### config.mk
export PLATFORM = sky130hd
export DESIGN_NAME = msicap_top
export DESIGN_NICKNAME = d
export VERILOG_FILES = /design/src/rtl/msicap_pkg.sv /design/src/rtl/msicap_regs.sv /design/src/rtl/msicap_match.sv /design/src/rtl/msicap_status.sv /design/src/rtl/msicap_top.sv
export SDC_FILE = /design/constraint.sdc
export NUM_CORES = 1
export LEC_CHECK = 0
export BUFFER_PORTS_ARGS = -buffer_cell sky130_fd_sc_hd__buf_2
export CAP_MARGIN = 5
export CORE_ASPECT_RATIO = 0.8
export CORE_MARGIN = 4
export CORE_UTILIZATION = 61
export CTS_CLUSTER_DIAMETER = 50
export DETAILED_ROUTE_END_ITERATION = 7
export GPL_ROUTABILITY_DRIVEN = 0
export PLACE_DENSITY_LB_ADDON = 0.12
export SYNTH_ARGS = -nofsm -noshare
export SYNTH_HDL_FRONTEND = slang
export SYNTH_SLANG_ARGS = --single-unit
### constraint.sdc
create_clock -name clk -period 6.4 [get_ports clk]
set_input_delay 1.28 -clock clk [delete_from_list [all_inputs] [get_ports clk]]
set_output_delay 1.28 -clock clk [all_outputs]
set_load 0.02 [all_outputs]
### src/rtl/msicap_pkg.sv
// Package: register offsets and the select type shared by the MSI capture
// controller. Assumes byte offsets on a 12-bit register window, 32-bit access.
package msicap_pkg;

    localparam int unsigned CFG_AW = 12;

    localparam logic [CFG_AW-1:0] OFS_DOORBELL_LO = 12'h820;
    localparam logic [CFG_AW-1:0] OFS_DOORBELL_HI = 12'h824;
    localparam logic [CFG_AW-1:0] OFS_VEC_ENABLE  = 12'h828;
    localparam logic [CFG_AW-1:0] OFS_VEC_MASK    = 12'h82C;
    localparam logic [CFG_AW-1:0] OFS_PENDING     = 12'h830;

    typedef enum logic [2:0] {
        SEL_NONE,
        SEL_DB_LO,
        SEL_DB_HI,
        SEL_ENABLE,
        SEL_MASK,
        SEL_PENDING
    } reg_sel_e;

    // Map a register byte offset to the register it selects.
    function automatic reg_sel_e decode_offset(input logic [CFG_AW-1:0] ofs);
        case (ofs)
            OFS_DOORBELL_LO: return SEL_DB_LO;
            OFS_DOORBELL_HI: return SEL_DB_HI;
            OFS_VEC_ENABLE:  return SEL_ENABLE;
            OFS_VEC_MASK:    return SEL_MASK;
            OFS_PENDING:     return SEL_PENDING;
            default:         return SEL_NONE;
        endcase
    endfunction

endpackage

### src/rtl/msicap_regs.sv
// Module: configuration storage of the MSI capture controller: the doorbell
// address in two halves, the vector enable and the vector mask.
// Assumes one register write per cycle, already decoded to a select.
module msicap_regs
    import msicap_pkg::*;
#(
    parameter int unsigned DATA_W = 32
) (
    input  logic                clk,
    input  logic                rst_n,
    input  logic                wr_en,
    input  reg_sel_e            wr_sel,
    input  logic [DATA_W-1:0]   wr_data,
    output logic [2*DATA_W-1:0] doorbell,
    output logic [DATA_W-1:0]   vec_enable,
    output logic [DATA_W-1:0]   vec_mask
);

    localparam int unsigned HALVES = 2;

    // One register per doorbell half; each half only takes its own write.
    for (genvar h = 0; h < HALVES; h++) begin : g_half
        localparam reg_sel_e HALF_SEL = (h == 0) ? SEL_DB_LO : SEL_DB_HI;
        logic [DATA_W-1:0] half_q;

        // Capture the write aimed at this half.
        always_ff @(posedge clk) begin
            if (!rst_n)                              half_q <= '0;
            else if (wr_en && wr_sel == HALF_SEL)    half_q <= wr_data;
        end

        assign doorbell[h*DATA_W +: DATA_W] = half_q;
    end

    // Vector enable and mask registers.
    always_ff @(posedge clk) begin
        if (!rst_n) begin
            vec_enable <= '0;
            vec_mask   <= '0;
        end else if (wr_en) begin
            if (wr_sel == SEL_ENABLE) vec_enable <= wr_data;
            if (wr_sel == SEL_MASK)   vec_mask   <= wr_data;
        end
    end

    // writing one half leaves the other half as it was.
    a_r2_lo_keeps_hi: assert property (@(posedge clk) disable iff (!rst_n)
        (wr_en && wr_sel == SEL_DB_LO) |=> $stable(doorbell[2*DATA_W-1:DATA_W]));
    a_r2_hi_keeps_lo: assert property (@(posedge clk) disable iff (!rst_n)
        (wr_en && wr_sel == SEL_DB_HI) |=> $stable(doorbell[DATA_W-1:0]));

endmodule

### src/rtl/msicap_match.sv
// Module: decides whether an inbound request is an interrupt message and
// turns its vector index into a one-hot bit. Purely combinational.
// Assumes the doorbell window is one aligned word.
module msicap_match #(
    parameter int unsigned DATA_W = 32,
    parameter int unsigned IDX_W  = $clog2(DATA_W),
    parameter int unsigned BE_W   = DATA_W / 8
) (
    input  logic                in_valid,
    input  logic                in_write,
    input  logic [BE_W-1:0]     in_be,
    input  logic [2*DATA_W-1:0] in_addr,
    input  logic [IDX_W-1:0]    in_index,
    input  logic [2*DATA_W-1:0] doorbell,
    input  logic [DATA_W-1:0]   vec_enable,
    output logic                hit,
    output logic [DATA_W-1:0]   vec_onehot
);

    localparam int unsigned WORD_LSB = $clog2(BE_W);

    logic addr_match;
    logic full_word;
    logic window_live;

    // Qualify the request: aligned word match, full width, window enabled.
    always_comb begin
        addr_match  = (in_addr[2*DATA_W-1:WORD_LSB] == doorbell[2*DATA_W-1:WORD_LSB]);
        full_word   = &in_be;
        window_live = |vec_enable;
        hit         = in_valid && in_write && full_word && addr_match && window_live;
    end

    // One-hot vector selected by the index bits.
    always_comb begin
        vec_onehot = {{(DATA_W-1){1'b0}}, 1'b1} << in_index;
    end

endmodule

### src/rtl/msicap_status.sv
// Module: pending register and interrupt line. Captures gate on the enable,
// software writes flip bits, and the line is re-evaluated only on those two
// events. Assumes a capture and a pending write may coincide; the write is
// applied first.
module msicap_status #(
    parameter int unsigned DATA_W = 32
) (
    input  logic              clk,
    input  logic              rst_n,
    input  logic              cap_valid,
    input  logic [DATA_W-1:0] cap_onehot,
    input  logic [DATA_W-1:0] vec_enable,
    input  logic [DATA_W-1:0] vec_mask,
    input  logic              pend_wr,
    input  logic [DATA_W-1:0] pend_wdata,
    output logic [DATA_W-1:0] pending,
    output logic              irq
);

    logic [DATA_W-1:0] after_wr;
    logic [DATA_W-1:0] pend_next;
    logic              irq_next;

    // Next pending value: flip by the write, then OR in the gated capture.
    always_comb begin
        after_wr  = pend_wr ? (pending ^ pend_wdata) : pending;
        pend_next = after_wr | (cap_valid ? (cap_onehot & vec_enable) : '0);
    end

    // Next interrupt level: raise on an unmasked capture, drop at all-zero.
    always_comb begin
        irq_next = irq;
        if (cap_valid && |(pend_next & ~vec_mask)) irq_next = 1'b1;
        else if (pend_wr && pend_next == '0)       irq_next = 1'b0;
    end

    // Pending and interrupt registers.
    always_ff @(posedge clk) begin
        if (!rst_n) begin
            pending <= '0;
            irq     <= 1'b0;
        end else begin
            pending <= pend_next;
            irq     <= irq_next;
        end
    end

    // an enabled vector that is captured is pending at the next edge.
    a_r3_capture_sets: assert property (@(posedge clk) disable iff (!rst_n)
        (cap_valid && !pend_wr) |=>
        ((pending & $past(cap_onehot & vec_enable)) == $past(cap_onehot & vec_enable)));

    // without a software write, no bit outside the enable becomes pending.
    a_r4_no_disabled_set: assert property (@(posedge clk) disable iff (!rst_n)
        !pend_wr |=> ((pending & ~$past(pending) & ~$past(vec_enable)) == '0));

    // the line rises only in the cycle after a capture.
    a_r7_rise_on_capture: assert property (@(posedge clk) disable iff (!rst_n)
        $rose(irq) |-> $past(cap_valid));

    // the line falls only with an empty pending register.
    a_r8_fall_when_empty: assert property (@(posedge clk) disable iff (!rst_n)
        $fell(irq) |-> (pending == '0));

endmodule

### src/rtl/msicap_top.sv
// Module: MSI capture controller top. Decodes register accesses, returns
// read data combinationally, and connects the doorbell match to the pending
// and interrupt logic. Assumes 32-bit register accesses and a 64-bit inbound
// address; unmatched inbound traffic is left for the fabric to forward.
module msicap_top
    import msicap_pkg::*;
#(
    parameter int unsigned DATA_W = 32
) (
    input  logic                clk,
    input  logic                rst_n,
    input  logic                cfg_wr,
    input  logic [11:0]         cfg_addr,
    input  logic [DATA_W-1:0]   cfg_wdata,
    output logic [DATA_W-1:0]   cfg_rdata,
    input  logic                in_valid,
    input  logic                in_write,
    input  logic [DATA_W/8-1:0] in_be,
    input  logic [2*DATA_W-1:0] in_addr,
    input  logic [DATA_W-1:0]   in_data,
    output logic                in_claim,
    output logic                irq
);

    localparam int unsigned IDX_W = $clog2(DATA_W);
    localparam int unsigned BE_W  = DATA_W / 8;

    reg_sel_e            sel;
    logic [2*DATA_W-1:0] doorbell;
    logic [DATA_W-1:0]   vec_enable;
    logic [DATA_W-1:0]   vec_mask;
    logic [DATA_W-1:0]   pending;
    logic [DATA_W-1:0]   vec_onehot;
    logic                pend_wr;
    logic                unused_data_hi;

    // Register select from the byte offset.
    always_comb begin
        sel     = decode_offset(cfg_addr);
        pend_wr = cfg_wr && sel == SEL_PENDING;
    end

    // Upper inbound data bits carry no meaning for vector selection.
    assign unused_data_hi = ^in_data[DATA_W-1:IDX_W];

    msicap_regs #(.DATA_W(DATA_W)) u_regs (
        .clk        (clk),
        .rst_n      (rst_n),
        .wr_en      (cfg_wr),
        .wr_sel     (sel),
        .wr_data    (cfg_wdata),
        .doorbell   (doorbell),
        .vec_enable (vec_enable),
        .vec_mask   (vec_mask)
    );

    msicap_match #(.DATA_W(DATA_W), .IDX_W(IDX_W), .BE_W(BE_W)) u_match (
        .in_valid   (in_valid),
        .in_write   (in_write),
        .in_be      (in_be),
        .in_addr    (in_addr),
        .in_index   (in_data[IDX_W-1:0]),
        .doorbell   (doorbell),
        .vec_enable (vec_enable),
        .hit        (in_claim),
        .vec_onehot (vec_onehot)
    );

    msicap_status #(.DATA_W(DATA_W)) u_status (
        .clk        (clk),
        .rst_n      (rst_n),
        .cap_valid  (in_claim),
        .cap_onehot (vec_onehot),
        .vec_enable (vec_enable),
        .vec_mask   (vec_mask),
        .pend_wr    (pend_wr),
        .pend_wdata (cfg_wdata),
        .pending    (pending),
        .irq        (irq)
    );

    // Read data multiplexer; unmapped offsets read zero.
    always_comb begin
        case (sel)
            SEL_DB_LO:   cfg_rdata = doorbell[DATA_W-1:0];
            SEL_DB_HI:   cfg_rdata = doorbell[2*DATA_W-1:DATA_W];
            SEL_ENABLE:  cfg_rdata = vec_enable;
            SEL_MASK:    cfg_rdata = vec_mask;
            SEL_PENDING: cfg_rdata = pending;
            default:     cfg_rdata = '0;
        endcase
    end

    // a mask write with no coinciding capture leaves the line alone.
    a_r9_mask_keeps_irq: assert property (@(posedge clk) disable iff (!rst_n)
        (cfg_wr && sel == SEL_MASK && !in_claim) |=> $stable(irq));

    // nothing is claimed while the enable register is zero.
    a_r5_idle_when_disabled: assert property (@(posedge clk) disable iff (!rst_n)
        (vec_enable == '0) |-> !in_claim);

endmodule

==> results.json, run 1 <==
{
  "rows": 40,
  "die_h_um": 119.1,
  "setup_viol": 0,
  "worstMarginPinSlew_ns": 1.253,
  "cts_tree": "done",
  "die-area_mm2": 0.01749,
  "io_buffer_count": 153,
  "antenna_left": 0,
  "crit_path_end_kind": "output port",
  "crit-reg2reg-capture": "u_status.pending[21]",
  "drt_iter0_markers": 2376,
  "stdcell_area_mm2": 0.01077,
  "clock-root-buffer": "clkbuf_16",
  "area_growth_pct": 14.42,
  "ys_seq_area_share_pct": 34.24,
  "clk_latency_ns": 0.44,
  "power_mw": 2.193,
  "rr_startpoint": "u_regs.g_half[1].half_q[9]",
  "final_cell_count_no_fill": 1593,
  "track_usage_pct": 40.55,
  "arrival_ns": 3.98,
  "viasPerCell": 6.657,
  "max-cap-violations": 0,
  "cts_num_sinks": 161,
  "finalHoldViolCount": 0,
  "pwr_density_cell_mw_per_mm2": 203.7,
  "grt_start_max_net_pins": 101,
  "slew_headroom_pct": 16.24,
  "drv_slew": 0,
  "wirelength_um": 36360,
  "crit_fanout": 39,
  "cp_data_required_time_ns": 5.12,
  "drt-pass1-iter-count": 8,
  "dp.cells": 1561,
  "ff2ff_path_depth": 8,
  "cts_made_buffers": 17,
  "diodes": 0,
  "wire_per_inst_um": 22.82,
  "p_int_mw": 1.606,
  "io_pins": 183,
  "irDropWorstVdd_mv": 0.1798,
  "grt_pass1_vias": 9812,
  "synth_area_mm2": 0.009413,
  "antenna_found_initial": 0,
  "synth_top_flop_cell": "dfxtp_1",
  "htreeDepth": 4,
  "min_path_type": "reg -> reg",
  "synthArstFlopShare_pct": 0,
  "share_seq_of_total_power_pct": 45.7,
  "min-delay-start": "u_regs.g_half[0].half_q[1]",
  "yosysWarnings": 0,
  "rrSetupSlack_ns": 3.02,
  "drive_above_1_share_pct": 15.76,
  "core_area_mm2": 0.01506,
  "finClkSkew_ns": 0.01024,
  "cts_buffer_depth": 2,
  "hold_end": "u_regs.g_half[0].half_q[1]",
  "switchingPower_mw": 0.5880,
  "final.setup.tns_ns": 0,
  "path_cells": "buf_2 > or4b_1 > buf_4 > nor4_4 > buf_4 > a222oi_1 > inv_1 > buf_2",
  "max_freq_mhz": 190.0,
  "final_cell_mix": "324 x nand2_1, 161 x dfxtp_1, 158 x a21oi_1",
  "vias": 10610,
  "crit_path_max_incr_delay_ns": 0.75,
  "fill_cells": 1225,
  "clkSlewWorstSetupHoldPaths_ns": 0.07,
  "post-route-period-util_pct": 82.25,
  "fin_crit_ns": 5.264,
  "synth_top_area_cell": "dfxtp_1",
  "p_leak_nw": 4.228,
  "drc": 0,
  "yosysUniqueCellTypes": 62,
  "comb_power_share_pct": 7.9,
  "start_kind": "input port",
  "power.share.clock_pct": 46.5,
  "rsz0062_at_grt": "false",
  "die_x_um": 146.9,
  "synth_cells": 1280,
  "outcome": "complete, no violations",
  "nets": 1519,
  "cp_slowest_cell": "nor4_4",
  "synth.avg_cell_area_um2": 7.354,
  "hold_path_depth": 2,
  "place.detailed.hpwl_um": 25970,
  "ys_ff_latch": 161,
  "cts_setup_buffers": 0,
  "swShare_pct": 26.80,
  "criticalPathCategory": "in -> out",
  "grt_overflow": 0,
  "post_cts_resized": 0,
  "synth.net_count": 1429,
  "whs_ns": 0.4640,
  "synth_top_area_share_pct": 34.24,
  "setup.worst_path.start": "cfg_addr[2]",
  "grt_pass1_wl_um": 55280,
  "yosys-top-cells-area": "dfxtp_1 34%, nand2_1 13%, a21oi_1 8.4%, xor2_1 5.1%, mux2i_1 3.7%",
  "synth_edf_count": 0,
  "start_util_pct": 62.48,
  "dpl_cell_area_mm2": 0.01019,
  "postCtsHoldBufs": 0,
  "layout.cells.most_common": "nand2_1"
}
## stage by stage
step,util [%],setup slack (ns)
2_1_floorplan,-,1.924
3_3_place_gp,67.67,1.255
3_5_place_dp,67.67,1.182
4_1_cts,71.50,1.169
5_1_grt,71.50,1.010
6_report,71.50,1.136
## kinds of logic (layout without fill, tap and decap cells)
| logic type | after synthesis | after routing | share of synthesized area (%) |
|---|---|---|---|
| simple gates | 556 | 556 | 28.17 |
| compound gates | 286 | 286 | 18.62 |
| flops | 161 | 161 | 34.24 |
| buf+inv | 151 | 254 | 6.341 |
| xor+xnor | 88 | 88 | 8.188 |
| mux | 38 | 38 | 4.440 |
## worst max-delay path: cells and delay by family
kind            cells  cell delay [ns]
buf+inv             5             1.21
simple gates        2             1.35
compound gates      1             0.12
## layout make-up
cell class | instances | area, um2 | area share (%)
multi-input cells | 968 | 5610 | 52.09
flip-flops and latches | 161 | 3223 | 29.93
well taps | 210 | 262.8 | 2.440
clock buffers | 18 | 429.2 | 3.985
inverters | 50 | 190.2 | 1.766
clock inverters | 14 | 146.4 | 1.359
repair buffers | 172 | 908.4 | 8.434
## state kept, by name, summed over array words and instances, names as in the netlist
name / flops
u_regs.g_half.half_q: 64
u_regs.vec_enable: 32
u_regs.vec_mask: 32
u_status.pending: 32
u_status.irq: 1
## worst max path at each step
stage,to,cells past startpoint
CTS,cfg_rdata[14],8
finish,cfg_rdata[14],8
global placement,cfg_rdata[14],8
detailed placement,cfg_rdata[14],8
floorplan,cfg_rdata[0],7
global route,cfg_rdata[19],8
## metal layers
metal	wire, um	up-vias	GRT usage (%)
met5	0	-	0
met4	1583	0	15.98
met3	6465	164	15.71
met2	14890	908	58.27
met1	13420	4844	54.74
li1	-	4689	-
## Yosys cell counts (all sizes together) (20+ instances only)
cell,instances
o21ai,38
buf,20
inv,50
a21oi,158
nor2,22
nand2,324
dfxtp,161
xor2,55
nand3,46
xnor2,33
clkbuf,81
nor4,55
mux2i,35
a222oi,33
## power groups by stage
stage | Clock (mW) | Sequential [mW] | Combinational [mW]
2_1_floorplan | 0 | 1.02 | 0.0792
3_3_place_gp | 0 | 1.02 | 0.163
3_5_place_dp | 0 | 1.02 | 0.165
4_1_cts | 1.01 | 1.00 | 0.166
5_1_grt | 1.05 | 1.00 | 0.180
6_report | 1.02 | 1.00 | 0.173
Power figures use the tool's default switching activity.
==> run 2, diff against run 1 <==
--- a/config.mk
+++ b/config.mk
@@ -9,7 +9,7 @@
 export CAP_MARGIN = 5
 export CORE_ASPECT_RATIO = 0.8
 export CORE_MARGIN = 4
-export CORE_UTILIZATION = 61
+export CORE_UTILIZATION = 56
 export CTS_CLUSTER_DIAMETER = 50
 export DETAILED_ROUTE_END_ITERATION = 7
 export GPL_ROUTABILITY_DRIVEN = 0
==> constraint.sdc (replaced) <==
create_clock -name clk -period 5.2 [get_ports clk]
set_input_delay 1.04 -clock clk [delete_from_list [all_inputs] [get_ports clk]]
set_output_delay 1.04 -clock clk [all_outputs]
set_load 0.02 [all_outputs]
==> results.json, run 2 (synthesis gave the netlist of run 1 again) <==
{
  "p_leak_nw": 4.233,
  "worstMarginPinSlew_ns": 1.195,
  "finalHoldViolCount": 0,
  "grt_start_max_net_pins": 84,
  "gr-usage-met3_pct": 13.34,
  "post_cts_resized": 0,
  "violations": "DRC",
  "io_buffer_count": 153,
  "rr_startpoint": "u_regs.g_half[1].half_q[9]",
  "start_util_pct": 57.04,
  "clkSlewWorstSetupHoldPaths_ns": 0.07,
  "antenna_left": 0,
  "core_area_mm2": 0.01650,
  "clk_latency_ns": 0.45,
  "rrSetupSlack_ns": 1.91,
  "largest_reg_flops": 64,
  "die_h_um": 124.0,
  "die-area_mm2": 0.01896,
  "gr-usage-met2_pct": 53.48,
  "drt_iter0_markers": 1910,
  "wirelength_um": 36600,
  "fin_util_pct": 65.43,
  "cp_data_required_time_ns": 4.16,
  "arrival_ns": 3.22,
  "wire_per_inst_um": 22.77,
  "layout.cells.most_common": "nand2_1",
  "vias": 10480,
  "grt_overflow": 0,
  "place.detailed.hpwl_um": 26440,
  "cts_made_buffers": 17,
  "criticalPathCategory": "in -> out",
  "nets": 1523,
  "hold_path_depth": 2,
  "ff2ff_path_depth": 8,
  "antenna_found_initial": 0,
  "grt_use_met1_pct": 51.77,
  "slew_headroom_pct": 20.11,
  "drt-pass1-iter-count": 8,
  "busiest_layer": "met2",
  "drive_above_1_share_pct": 16.01,
  "finClkSkew_ns": 0.01209,
  "htreeDepth": 4,
  "max_freq_mhz": 235.0,
  "setup_viol": 0,
  "cts_num_sinks": 161,
  "setup.worst_path.start": "cfg_addr[7]",
  "post-route-period-util_pct": 81.84,
  "viasPerCell": 6.518,
  "drc": 1,
  "crit_fanout": 33,
  "grt_pass1_vias": 9393,
  "final.setup.tns_ns": 0,
  "drv_slew": 0,
  "rsz0062_at_grt": "false",
  "cts_tree": "done",
  "fill_cells": 1482,
  "cts_buffer_depth": 2,
  "area_growth_pct": 14.70,
  "min_path_type": "reg -> reg",
  "io_pins": 183,
  "postCtsHoldBufs": 0,
  "track_usage_pct": 37.27,
  "cts_setup_buffers": 0,
  "outcome": "complete, but fails checks",
  "final_cell_mix": "324 x nand2_1, 161 x dfxtp_1, 158 x a21oi_1",
  "start_kind": "input port",
  "clock-root-buffer": "clkbuf_16",
  "min-delay-start": "u_regs.g_half[0].half_q[0]",
  "rows": 42,
  "die_x_um": 153.0,
  "diodes": 0,
  "crit_path_end_kind": "output port",
  "pwr_density_cell_mw_per_mm2": 246.7,
  "max-cap-violations": 0,
  "grt_pass1_wl_um": 54490,
  "irDropWorstVdd_mv": 0.2260,
  "top_register": "u_regs.g_half.half_q",
  "fin_crit_ns": 4.256
}
## run 2: through the flow
step	instance area [um2]	total power, mW	setup WS [ns]	hold slack, ns	std cells
floorplan	9413	1.358	1.204	0.4312	1280
global placement	10240	1.467	0.9913	0.4390	1575
detailed placement	10240	1.467	0.9836	0.4538	1575
CTS	10800	2.651	0.9871	0.4617	1607
global route	10800	2.725	0.8885	0.4758	1607
finish	10800	2.664	0.9442	0.4603	1607
## run 2: cell type report
cell class	instances	area, um2	area share, %
clock buffers	19	442.9	4.102
inverters	50	190.2	1.761
clock inverters	13	116.4	1.078
flip-flops and latches	161	3223	29.85
multi-input cells	968	5610	51.96
well taps	220	275.3	2.550
repair buffers	176	938.4	8.692
## run 2: final timing paths
path                                      to
hold reg to reg   u_regs.g_half[0].half_q[0]
setup / recovery               cfg_rdata[13]
hold / removal    u_regs.g_half[0].half_q[0]
setup reg to reg        u_status.pending[21]
## run 2: power breakdown
| part | switching [mW] | internal [mW] |
|---|---|---|
| Combinational | 0.147 | 0.0685 |
| Clock | 0.576 | 0.640 |
| Sequential | 0.000176 | 1.23 |
| Total | 0.723 | 1.94 |
## run 2: worst max-delay path, stage by stage
cell and delay (ns):
buf_2 0.10, or4_4 0.74, nor4_2 0.35, and3_1 0.19, buf_4 0.35, a222oi_1 0.20, inv_1 0.08, buf_2 0.16
## run 2: layer usage
metal,share of wire [%],up-vias
met5,0,-
met4,4.0,0
met3,17,119
met2,41,863
met1,38,4803
li1,-,4690
==> run 3, diff against run 2 <==
--- a/config.mk
+++ b/config.mk
@@ -5,11 +5,12 @@
 export SDC_FILE = /design/constraint.sdc
 export NUM_CORES = 1
 export LEC_CHECK = 0
+export ABC_AREA = 1
 export BUFFER_PORTS_ARGS = -buffer_cell sky130_fd_sc_hd__buf_2
 export CAP_MARGIN = 5
 export CORE_ASPECT_RATIO = 0.8
 export CORE_MARGIN = 4
-export CORE_UTILIZATION = 56
+export CORE_UTILIZATION = 57
 export CTS_CLUSTER_DIAMETER = 50
 export DETAILED_ROUTE_END_ITERATION = 7
 export GPL_ROUTABILITY_DRIVEN = 0
==> constraint.sdc (replaced) <==
create_clock -name clk -period 4.5 [get_ports clk]
set_input_delay 0.9 -clock clk [delete_from_list [all_inputs] [get_ports clk]]
set_output_delay 0.9 -clock clk [all_outputs]
set_load 0.02 [all_outputs]
==> results.json, run 3 <==
{
  "cts_buffer_depth": 2,
  "die_h_um": 125.4,
  "cp_data_required_time_ns": 3.60,
  "place.detailed.hpwl_um": 28630,
  "diodes": 0,
  "vias": 11680,
  "grt_pass1_wl_um": 57410,
  "drive_above_1_share_pct": 12.57,
  "min_path_type": "reg -> reg",
  "core_area_mm2": 0.01671,
  "synth_cells": 1603,
  "synth_top_flop_cell": "dfxtp_1",
  "final.setup.tns_ns": 0,
  "synth.net_count": 1752,
  "start_kind": "input port",
  "synthTopCellsByCount": "375 x nand2_1, 287 x inv_1, 187 x nor2_1",
  "io_pins": 183,
  "htreeDepth": 4,
  "yosysWarnings": 0,
  "wire_per_inst_um": 19.40,
  "rows": 42,
  "place_ws_ns": 0.8007,
  "yosys-top-cells-area": "dfxtp_1 33%, nand2_1 14%, inv_1 11%, a21oi_1 7.8%, nor2_1 7.1%",
  "postCtsHoldBufs": 0,
  "top_register": "u_regs.g_half.half_q",
  "synth_top_area_share_pct": 32.81,
  "drt-pass1-iter-count": 8,
  "criticalPathCategory": "in -> out",
  "rr_startpoint": "u_regs.g_half[1].half_q[8]",
  "layout.cells.most_common": "nand2_1",
  "worst_slack_ns": 0.6876,
  "final_cell_mix": "375 x nand2_1, 287 x inv_1, 184 x nor2_1",
  "crit_path_end_kind": "output port",
  "worstMarginPinSlew_ns": 1.058,
  "track_usage_pct": 37.87,
  "stdcell_area_mm2": 0.01144,
  "post-route-period-util_pct": 84.72,
  "fill_cells": 1516,
  "start_util_pct": 58.78,
  "fin_crit_ns": 3.812,
  "clock-root-buffer": "clkbuf_16",
  "max_freq_mhz": 262.3,
  "outcome": "complete, no violations",
  "crit-reg2reg-capture": "u_status.irq",
  "drt_iter0_markers": 2124,
  "grt_start_max_net_pins": 84,
  "wirelength_um": 38050,
  "die_x_um": 154.8,
  "viasPerCell": 5.952,
  "area_growth_pct": 16.43,
  "ys_seq_area_share_pct": 32.81,
  "finalHoldViolCount": 0,
  "cts_tree": "done",
  "arrival_ns": 2.91,
  "min-delay-start": "u_status.irq",
  "ys_ff_latch": 161,
  "cts_setup_buffers": 0,
  "ff2ff_path_depth": 21,
  "p_leak_nw": 5.289,
  "cts_made_buffers": 17,
  "clk_latency_ns": 0.43,
  "dpl_cell_area_mm2": 0.01079,
  "io_buffer_count": 153,
  "hold_path_depth": 2,
  "post_cts_resized": 0,
  "final_cell_count_no_fill": 1962,
  "antenna_left": 0,
  "slew_headroom_pct": 28.79,
  "grt_overflow": 0,
  "whs_ns": 0.4790,
  "crit_fanout": 3,
  "rsz0062_at_grt": "false",
  "cts_num_sinks": 161,
  "drv_slew": 0,
  "hold_end": "u_status.irq",
  "irDropWorstVdd_mv": 0.2480,
  "synth_most_common_cell": "nand2_1",
  "synthArstFlopShare_pct": 0,
  "synth_edf_count": 0,
  "largest_reg_flops": 64,
  "clkSlewWorstSetupHoldPaths_ns": 0.06,
  "synth_area_mm2": 0.009823,
  "drc": 0,
  "antenna_found_initial": 0,
  "nets": 1878,
  "grt_pass1_vias": 10560,
  "max-cap-violations": 0,
  "rrSetupSlack_ns": 1.65,
  "finClkSkew_ns": 0.009108,
  "synth.avg_cell_area_um2": 6.128,
  "dp.cells": 1930,
  "setup_viol": 0,
  "yosysUniqueCellTypes": 38,
  "pwr_density_cell_mw_per_mm2": 287.8,
  "die-area_mm2": 0.01941,
  "synth_top_area_cell": "dfxtp_1"
}
-- run 3: stage by stage --
stage	util [%]	power, mW
2_1_floorplan	-	1.578
3_3_place_gp	64.55	1.694
3_5_place_dp	64.55	1.697
4_1_cts	68.44	3.277
5_1_grt	68.44	3.372
6_report	68.44	3.291
-- run 3: logic make-up (layout without fill, tap and decap cells) --
group	Yosys count	count (layout)	share of synthesized area [%]
simple gates	680	680	28.72
buf+inv	361	500	14.05
xor+xnor	40	40	3.566
compound gates	361	361	20.85
flops	161	161	32.81
-- run 3: worst max-delay path, stage by stage --
cell and delay [ns]:
buf_2 0.09, inv_1 0.04, nand2_1 0.04, nand2_1 0.16, or3_1 0.35, nor4b_1 0.31
nand4_1 0.15, nor4_1 0.56, buf_2 0.29
-- run 3: how the worst max path moves through the flow --
stage                start             to  slack, ns  cells past startpoint
6_report       in_addr[24]       in_claim       0.69                      9
3_5_place_dp   in_addr[24]       in_claim       0.80                      9
5_1_grt        in_addr[24]       in_claim       0.64                      9
3_3_place_gp   cfg_addr[7]  cfg_rdata[28]       0.90                     11
4_1_cts        in_addr[24]       in_claim       0.80                      9
2_1_floorplan  cfg_addr[7]   cfg_rdata[0]       1.21                     10
-- run 3: area by class of cell --
class | count | area (um2) | area share (%)
inverter | 297 | 1115 | 9.747
timing repair buffer | 171 | 925.9 | 8.095
multi-input combinational | 1081 | 5248 | 45.88
clock buffer | 19 | 442.9 | 3.873
sequential | 161 | 3223 | 28.18
clock inverter | 13 | 207.7 | 1.816
tap | 220 | 275.3 | 2.407
-- run 3: report_power, final --
part,switching (mW),internal (mW)
Clock,0.611,1.00
Combinational,0.171,0.0819
Sequential,0.000218,1.42
-- run 3: metal layers --
metal,vias to the layer above,GRT usage [%],wire length [um]
li1,5406,-,-
met1,5156,49.26,14250
met2,927,56.83,15960
met3,189,12.16,5591
met4,0,18.43,2258
met5,-,0,0
